**src/rtl/dc_i2c_pkg.sv**
```systemverilog
package dc_i2c_pkg;
  typedef enum logic [2:0] {
    PH_IDLE,
    PH_RX,
    PH_ACK,
    PH_TX,
    PH_MACK
  } phase_t;

  typedef enum logic [1:0] {
    BK_ADDR,
    BK_CTRL,
    BK_DATA
  } bytekind_t;
endpackage

```
**src/rtl/dc_bus_events.sv**
```systemverilog
module dc_bus_events (
  input  logic clk,
  input  logic rst_n,
  input  logic scl_i,
  input  logic sda_i,
  output logic scl_rise,
  output logic scl_fall,
  output logic start_det,
  output logic stop_det
);
  logic scl_q, sda_q;

  always_ff @(posedge clk or negedge rst_n) begin
    if (!rst_n) begin
      scl_q <= 1'b1;
      sda_q <= 1'b1;
    end else begin
      scl_q <= scl_i;
      sda_q <= sda_i;
    end
  end

  assign scl_rise  = scl_i & ~scl_q;
  assign scl_fall  = ~scl_i & scl_q;
  assign start_det = scl_i & scl_q & sda_q & ~sda_i;
  assign stop_det  = scl_i & scl_q & ~sda_q & sda_i;
endmodule

```
**src/rtl/dc_link_fsm.sv**
```systemverilog
module dc_link_fsm
  import dc_i2c_pkg::*;
#(
  parameter int ADDR_W = 7,
  parameter int SEL_W  = 2,
  parameter int DATA_W = 8,
  parameter logic [ADDR_W-SEL_W-1:0] ADDR_HI = 5'b01111
) (
  input  logic              clk,
  input  logic              rst_n,
  input  logic              sda_i,
  input  logic              scl_rise,
  input  logic              scl_fall,
  input  logic              start_det,
  input  logic              stop_det,
  input  logic [SEL_W-1:0]  addr_sel,
  input  logic [DATA_W-1:0] stat_data_i,
  output logic              sda_oe,
  output logic              byte_done,
  output logic [DATA_W-1:0] byte_val,
  output logic              dc_q,
  output logic              stat_req
);
  localparam int CNT_W  = $clog2(DATA_W + 1);
  localparam logic [CNT_W-1:0] LAST = CNT_W'(DATA_W);
  localparam int CO_BIT = DATA_W - 1;
  localparam int DC_BIT = DATA_W - 2;

  phase_t            phase;
  bytekind_t         kind;
  logic [CNT_W-1:0]  cnt;
  logic [DATA_W-1:0] shreg, txreg;
  logic              co_q, rd_mode, nack_q;

  always_ff @(posedge clk or negedge rst_n) begin
    if (!rst_n) begin
      phase     <= PH_IDLE;
      kind      <= BK_ADDR;
      cnt       <= '0;
      shreg     <= '0;
      txreg     <= '1;
      co_q      <= 1'b0;
      dc_q      <= 1'b0;
      rd_mode   <= 1'b0;
      nack_q    <= 1'b1;
      byte_done <= 1'b0;
      stat_req  <= 1'b0;
    end else begin
      byte_done <= 1'b0;
      stat_req  <= 1'b0;
      if (start_det) begin
        phase   <= PH_RX;
        kind    <= BK_ADDR;
        cnt     <= '0;
        co_q    <= 1'b0;
        rd_mode <= 1'b0;
      end else if (stop_det) begin
        phase   <= PH_IDLE;
        co_q    <= 1'b0;
        rd_mode <= 1'b0;
      end else begin
        unique case (phase)
          PH_RX: begin
            if (scl_rise && cnt != LAST) begin
              shreg <= {shreg[DATA_W-2:0], sda_i};
              cnt   <= cnt + 1'b1;
            end else if (scl_fall && cnt == LAST) begin
              cnt <= '0;
              unique case (kind)
                BK_ADDR: begin
                  if (shreg[DATA_W-1 -: ADDR_W] == {ADDR_HI, addr_sel}) begin
                    phase   <= PH_ACK;
                    rd_mode <= shreg[0];
                    kind    <= BK_CTRL;
                  end else begin
                    phase <= PH_IDLE;
                  end
                end
                BK_CTRL: begin
                  co_q  <= shreg[CO_BIT];
                  dc_q  <= shreg[DC_BIT];
                  phase <= PH_ACK;
                  kind  <= BK_DATA;
                end
                default: begin
                  byte_done <= 1'b1;
                  phase     <= PH_ACK;
                  kind      <= co_q ? BK_CTRL : BK_DATA;
                end
              endcase
            end
          end
          PH_ACK: begin
            if (scl_fall) begin
              if (rd_mode) begin
                phase    <= PH_TX;
                cnt      <= CNT_W'(1);
                txreg    <= dc_q ? '1 : stat_data_i;
                stat_req <= ~dc_q;
              end else begin
                phase <= PH_RX;
              end
            end
          end
          PH_TX: begin
            if (scl_fall) begin
              if (cnt == LAST) begin
                phase <= PH_MACK;
              end else begin
                txreg <= {txreg[DATA_W-2:0], 1'b1};
                cnt   <= cnt + 1'b1;
              end
            end
          end
          PH_MACK: begin
            if (scl_rise) begin
              nack_q <= sda_i;
            end else if (scl_fall) begin
              if (!nack_q) begin
                phase    <= PH_TX;
                cnt      <= CNT_W'(1);
                txreg    <= dc_q ? '1 : stat_data_i;
                stat_req <= ~dc_q;
              end else begin
                phase <= PH_IDLE;
              end
            end
          end
          default: ;
        endcase
      end
    end
  end

  assign sda_oe   = (phase == PH_ACK) | ((phase == PH_TX) & ~txreg[DATA_W-1]);
  assign byte_val = shreg;
endmodule

```
**src/rtl/dc_byte_router.sv**
```systemverilog
module dc_byte_router #(
  parameter int DATA_W = 8
) (
  input  logic              clk,
  input  logic              rst_n,
  input  logic              byte_done,
  input  logic [DATA_W-1:0] byte_val,
  input  logic              dc,
  output logic              cmd_valid,
  output logic [DATA_W-1:0] cmd_data,
  output logic              ram_valid,
  output logic [DATA_W-1:0] ram_data
);
  always_ff @(posedge clk or negedge rst_n) begin
    if (!rst_n) begin
      cmd_valid <= 1'b0;
      ram_valid <= 1'b0;
      cmd_data  <= '0;
      ram_data  <= '0;
    end else begin
      cmd_valid <= byte_done & ~dc;
      ram_valid <= byte_done & dc;
      if (byte_done && !dc) cmd_data <= byte_val;
      if (byte_done && dc)  ram_data <= byte_val;
    end
  end
endmodule

```
**src/rtl/i2c_dispctl_slave.sv**
```systemverilog
module i2c_dispctl_slave #(
  parameter int ADDR_W = 7,
  parameter int SEL_W  = 2,
  parameter int DATA_W = 8,
  parameter logic [ADDR_W-SEL_W-1:0] ADDR_HI = 5'b01111
) (
  input  logic              clk,
  input  logic              rst_n,
  input  logic              scl_i,
  input  logic              sda_i,
  input  logic [SEL_W-1:0]  addr_sel,
  output logic              sda_oe_o,
  output logic              cmd_valid_o,
  output logic [DATA_W-1:0] cmd_data_o,
  output logic              ram_valid_o,
  output logic [DATA_W-1:0] ram_data_o,
  output logic              stat_req_o,
  input  logic [DATA_W-1:0] stat_data_i
);
  logic scl_rise, scl_fall, start_det, stop_det;
  logic byte_done, dc_q;
  logic [DATA_W-1:0] byte_val;

  dc_bus_events u_events (
    .clk       (clk),
    .rst_n     (rst_n),
    .scl_i     (scl_i),
    .sda_i     (sda_i),
    .scl_rise  (scl_rise),
    .scl_fall  (scl_fall),
    .start_det (start_det),
    .stop_det  (stop_det)
  );

  dc_link_fsm #(
    .ADDR_W  (ADDR_W),
    .SEL_W   (SEL_W),
    .DATA_W  (DATA_W),
    .ADDR_HI (ADDR_HI)
  ) u_fsm (
    .clk         (clk),
    .rst_n       (rst_n),
    .sda_i       (sda_i),
    .scl_rise    (scl_rise),
    .scl_fall    (scl_fall),
    .start_det   (start_det),
    .stop_det    (stop_det),
    .addr_sel    (addr_sel),
    .stat_data_i (stat_data_i),
    .sda_oe      (sda_oe_o),
    .byte_done   (byte_done),
    .byte_val    (byte_val),
    .dc_q        (dc_q),
    .stat_req    (stat_req_o)
  );

  dc_byte_router #(.DATA_W(DATA_W)) u_router (
    .clk       (clk),
    .rst_n     (rst_n),
    .byte_done (byte_done),
    .byte_val  (byte_val),
    .dc        (dc_q),
    .cmd_valid (cmd_valid_o),
    .cmd_data  (cmd_data_o),
    .ram_valid (ram_valid_o),
    .ram_data  (ram_data_o)
  );
endmodule

```
**config.mk**
```make
export PLATFORM = sky130hd
export DESIGN_NAME = i2c_dispctl_slave
export DESIGN_NICKNAME = d
export VERILOG_FILES = /design/src/rtl/dc_i2c_pkg.sv /design/src/rtl/dc_bus_events.sv /design/src/rtl/dc_link_fsm.sv /design/src/rtl/dc_byte_router.sv /design/src/rtl/i2c_dispctl_slave.sv
export SDC_FILE = /design/constraint.sdc
export NUM_CORES = 1
export LEC_CHECK = 0
export BUFFER_PORTS_ARGS = -buffer_cell sky130_fd_sc_hd__buf_2
export CAP_MARGIN = 20
export CORE_MARGIN = 3
export CORE_UTILIZATION = 56
export CTS_CLUSTER_DIAMETER = 120
export CTS_CLUSTER_SIZE = 28
export DETAILED_ROUTE_END_ITERATION = 8
export PLACE_DENSITY = 0.79
export SYNTH_ARGS = -nofsm -noshare
export SYNTH_HDL_FRONTEND = slang
export SYNTH_SLANG_ARGS = --single-unit
export TNS_END_PERCENT = 100
```
**constraint.sdc**
```tcl
create_clock -name clk -period 2.2 [get_ports clk]
set_input_delay 0.44 -clock clk [delete_from_list [all_inputs] [get_ports clk]]
set_output_delay 0.44 -clock clk [all_outputs]
set_load 0.02 [all_outputs]
```
---- Word level (Yosys, flattened, before mapping) ----
Cells that the tools add are included.
storage, ports and cells
  bits in registers ....................... 51
  bits in latches ......................... 0
  RAM bits ................................ 0
  memory bits (read-only) ................. 0
  output and inout bits ................... 20
  logic and storage cells ................. 168
  memories ................................ 0
cells by class
  $add $sub $neg .......................... 1
  $mul .................................... 0
  divide/modulo/power cells ............... 0
  order comparisons ....................... 0
  equality and inequality tests ........... 34
  shift operators ......................... 0
  muxes and demuxes ....................... 70
  bitwise gates (word level) .............. 20
  reduce and logical (&&, ||, !) cells .... 26
operators with widths
  kind                count
  $mux 8              8
  $mux 4              11
  $mux 3              9
  $mux 1              26
  $pmux 8 s3          1
  $mux 2              11
  $ne 4x3->1 const B  5
  $reduce_and 10->1   2
  $reduce_bool 3->1   6
  $pmux 4 s4          1
  $ne 3x2->1 const B  5
  $ne 3x3->1 const B  4
  $ne 4x4->1 const B  3
  $pmux 3 s4          1
  $reduce_and 4->1    3
  $and 1x1->1         10
  $ne 2x2->1 const B  5
  $reduce_and 5->1    2
  $not 1->1           9
  $ne 2x1->1 const B  4
  $reduce_and 8->1    1
  $eq 7x6->1          1
  $eq 3x2->1 const B  2
  $reduce_and 6->1    1
  16 further kinds    20

---- Logic depth before layout (Yosys ltp) ----
  depth in word-level cells ............... 8
  gate-level depth with buffers ........... 8
  depth with buffers taken out ............ 7

---- Hierarchy ----
Synthesis repeated with hierarchy kept, for this count alone.
second synthesis, totals
  cells, all modules ...................... 226
  area total of the unflattened synthesis .. 2,552.4 um^2
modules (own cells, without submodules)
  module          instances  cells an instance  area each (um^2)  sequential area each (um^2)
  dc_link_fsm     1          181                1,767.9           787.0
  dc_byte_router  1          39                 699.4             450.4
  dc_bus_events   1          6                  85.1              52.6

---- Worst setup path before layout ----
No wires, ideal clock.
  path type ............................... register to register
  start point ............................. register u_fsm.cnt[0]
  end point ............................... register u_fsm.cnt[2]
  library setup time ...................... 0.122 ns
  arrival ................................. 1.617 ns
  data required time ...................... 2.078 ns
  setup slack ............................. 0.461 ns
  stages on the path, launching flop included .. 8
  buffers on the path ..................... 0
  clock period less this slack ............ 1.739 ns
  path through ............................ dfrtp_1 > inv_1 > ha_1 > nand3b_1 > and2_1 > o311ai_1 > a21oi_2 > a32o_1
between the ends
  longest elaborated chain between the ends .. 6
  elaborated cells between the ends (all ways) .. 14
  those cells by class .................... add/sub: 1; eq/ne: 4; mux: 6; reduce/logical: 3
RTL lines
  element                                      RTL line                                                  source
  start, declared                              dc_link_fsm.sv:31                                         logic [CNT_W-1:0] cnt;
  start signal, assigned                       dc_link_fsm.sv:66                                         cnt <= cnt + 1'b1;
  start signal, assigned                       dc_link_fsm.sv:111                                        cnt <= cnt + 1'b1;
  $add 4x1->4 or $ne 4x4->1 (tied branches)    dc_link_fsm.sv:66, dc_link_fsm.sv:111, dc_link_fsm.sv:64
  $mux 4 or $logic_and 1x1->1 (tied branches)  dc_link_fsm.sv:107, dc_link_fsm.sv:64
  $mux 4 (on tied branches)                    dc_link_fsm.sv:106, dc_link_fsm.sv:64
  $pmux 4 s4                                   dc_link_fsm.sv:62                                         unique case (phase)
  $mux 4                                       dc_link_fsm.sv:57                                         end else if (stop_det) begin
  $mux 4                                       dc_link_fsm.sv:51                                         if (start_det) begin
Several ways; a longest one is shown, not always the timed one. The select of a mux whose other input is x is not followed.
A chain may end at the register's enable or synchronous reset.

---- Final worst setup path ----
Same ends and word-level chain as after synthesis.

==> results.py <==
metrics = {
    "outcome": {
        "outcome": "completed",
    },
    "die": {
        "io_pins": 34,
        "die_w_um": 71.3,
        "core_um2": 4060,
        "die_y_um": 71.3,
        "row_count": 23,
        "start_util_pct": 58.9,
        "die_area_um2": 5090,
    },
    "setup_path": {
        "cp_top_family": "compound AO/OA/AOI/OAI gates",
        "max_stage_delay_ps": 450,
        "crit_path_top_delay_cell": "o311ai_1",
        "critPathLaunchType": "register",
        "crit_type": "register to register",
        "worstPathCellList": "inv_1, ha_1, nand3b_1, and2_1, o311ai_1, a21oi_2, a32o_1",
        "required_ps": 2390,
        "cp_data_arrival_time_ps": 2220,
        "endpoint_kind": "register",
        "path_buf_inv": 1,
        "crit_fanout": 5,
    },
    "clocking": {
        "post_cts_resized": 0,
        "clk_transition_reported_paths_ps": 90,
        "cts.sinks": 51,
        "post_cts_buffers": 0,
        "clk_latency_ps": 300,
        "cts_buffers": 5,
        "max-clock-path-buffers": 2,
        "clock-root-buffer": "clkbuf_8",
        "postCtsHoldBufs": 0,
        "htree_levels": 2,
        "cts_tree": "done",
    },
    "final_layout": {
        "instances_no_fill": 295,
        "final_cell_mix": "dfrtp_1 (40), buf_2 (33), mux2_2 (26), nand2_1 (19), o21ai_0 (15)",
        "fin_area_um2": 2730,
        "diodes": 0,
        "layout.cells.most_common": "dfrtp_1",
        "fill_cells": 323,
        "final_nets": 260,
        "drive_above_1_share_pct": 36.3,
        "area_delta_synth_final_pct": 14.1,
        "fin_util_pct": 67.2,
    },
    "routing": {
        "viasPerCell": 5.64,
        "drt_first_iter_violations": 59,
        "wl_per_cell_um": 14.7,
        "drc": 0,
        "routed.top_layer": "met4",
        "wl_met1_mm": 2.06,
        "wl_met2_mm": 1.99,
        "wl_mm": 4.33,
        "drtAntennaViolNets": 0,
        "wl_met3_um": 230,
        "drtPass1Iterations": 4,
        "route.vias.total": 1665,
    },
    "logic_synthesis": {
        "synth_area_leaders": "dfrtp_1 (42%), mux2_2 (12%), dfstp_2 (12%)",
        "synth_area_um2": 2390,
        "yosysWarnings": 0,
        "ys_ff_latch": 51,
        "synth_area_per_cell_um2": 11.7,
        "synthArstFlopShare_pct": 100,
        "yosysTopAreaCellShare_pct": 41.9,
        "ys_types": 44,
        "seq_area_frac_synth_pct": 54.0,
        "synth_cells": 205,
        "synth_top_area_cell": "dfrtp_1",
        "synth_ff_type": "dfrtp_1",
        "synth_edf_count": 0,
        "synth.net_count": 221,
    },
    "placement": {
        "dpl_worst_slack_ps": 203,
        "hpwlAfterDp_mm": 3.15,
        "dpl.cell_count": 286,
        "gp_congestion": 0.871,
        "portBuffers": 33,
        "postPlaceCellArea_um2": 2630,
    },
    "sta": {
        "holdWs_ps": 154,
        "rsz0062_at_grt": "no",
        "period_share_pct": 92.0,
        "relSlewSlack_pct": 57.9,
        "final_max_slew_viol_count": 0,
        "final-hold-violation-count": 0,
        "period_minus_slack_ps": 2020,
        "setup_viol": 0,
        "fin_ws_ps": 175,
        "worst_pin_slew_ps": 632,
        "max_freq_ghz": 0.494,
        "skew_ps": 7.23,
        "setup_tns_ps": 0,
    },
    "power_and_ir_drop": {
        "powerDensity_nw_per_um2": 818,
        "p_leak_nw": 1.37,
        "share_comb_of_total_power_pct": 19.0,
        "power.switching_mw": 0.672,
        "pwr-share-seq_pct": 57.0,
        "p_sw_share_pct": 30.1,
        "ir_drop_uv": 508,
        "p_total_mw": 2.23,
        "clock_power_share_pct": 24.0,
        "p_int_mw": 1.56,
    },
    "global_routing": {
        "grt_pass1_wl_mm": 7.64,
        "antenna_found_initial": 0,
        "grt_pass1_vias": 1668,
        "grt-ovfl-total": 0,
        "grt_use_total_pct": 18.7,
        "grt_max_degree": 29,
    },
    "run": {
        "maxCapViolations": 0,
    },
    "hold_path": {
        "hold_class": "input pin to asynchronous set/reset pin",
    },
}
area by class of cell:
| type | count | area [um^2] | share of cell area, % |
|---|---|---|---|
| Clock buffer | 5 | 68.8 | 2.52 |
| Clock inverter | 3 | 22.5 | 0.826 |
| Inverter | 7 | 26.3 | 0.964 |
| Multi-Input combinational cell | 143 | 1060 | 38.7 |
| Sequential cell | 51 | 1290 | 47.3 |
| Tap cell | 50 | 62.6 | 2.29 |
| Timing Repair Buffer | 36 | 200 | 7.34 |
final timing paths:
check,slack [ps],cells after the start,from,to
worst max-delay path,180,7,u_fsm.cnt[0],u_fsm.cnt[2]
worst min-delay path,150,1,rst_n,u_fsm.phase[0]
worst max register to register,180,7,u_fsm.cnt[0],u_fsm.cnt[2]
worst min register to register,480,2,u_fsm.txreg[3],u_fsm.txreg[3]
max in group asynchronous,1420,2,rst_n,u_fsm.txreg[0]
min in group clk,280,1,sda_i,u_events.sda_q
power groups by stage:
stage,clock (mW),combinational [mW],sequential [mW]
floorplan,0,0.330,1.24
global route,0.596,0.475,1.30
finish,0.535,0.423,1.27
CTS,0.550,0.421,1.27
detailed placement,0,0.419,1.29
global placement,0,0.404,1.28
registers in the layout (all words and copies together) (netlist names), 2 cells and up:
| name | flops |
|---|---|
| u_fsm.byte_val | 8 |
| u_fsm.txreg | 8 |
| u_fsm.phase | 3 |
| u_fsm.kind | 2 |
| u_router.ram_data | 8 |
| u_fsm.cnt | 4 |
| u_router.cmd_data | 8 |
worst register-to-register path, cell delays in order (launching register included):
cell and delay, ps:
dfrtp_1 410, inv_1 90, ha_1 160, nand3b_1 190, and2_1 210, o311ai_1 450
a21oi_2 140, a32o_1 280
logic make-up (layout without fill, tap and decap cells):
logic type | after synthesis | after routing | share of synthesized area [%]
compound gates | 37 | 37 | 9.69
xor+xnor | 3 | 3 | 1.41
fa+ha+maj | 2 | 2 | 1.05
buf+inv | 11 | 51 | 1.78
flops | 51 | 51 | 54.0
mux | 33 | 33 | 15.2
simple gates | 68 | 68 | 16.9
Yosys cell counts (2+ instances only):
cell type	instances
dfrtp_1	40
mux2_2	26
nand2_1	19
o21ai_0	15
dfstp_2	11
nor2_1	9
a21oi_1	7
inv_1	7
mux2i_1	7
or3_1	7
nand2b_1	5
and2_1	3
and3_1	3
and3b_1	3
clkbuf_1	3
nor2b_1	3
nor3_1	3
a211oi_1	2
ha_1	2
nand3b_1	2
nand4b_1	2
nor3b_2	2
o21ai_1	2
xor2_1	2
layer usage:
layer / track usage (%) / vias to the layer above
met5: 0 / -
met4: 7.72 / 0
met3: 4.21 / 4
met2: 29.0 / 45
met1: 25.6 / 808
li1: - / 808
(Power assumes the default switching activity.)
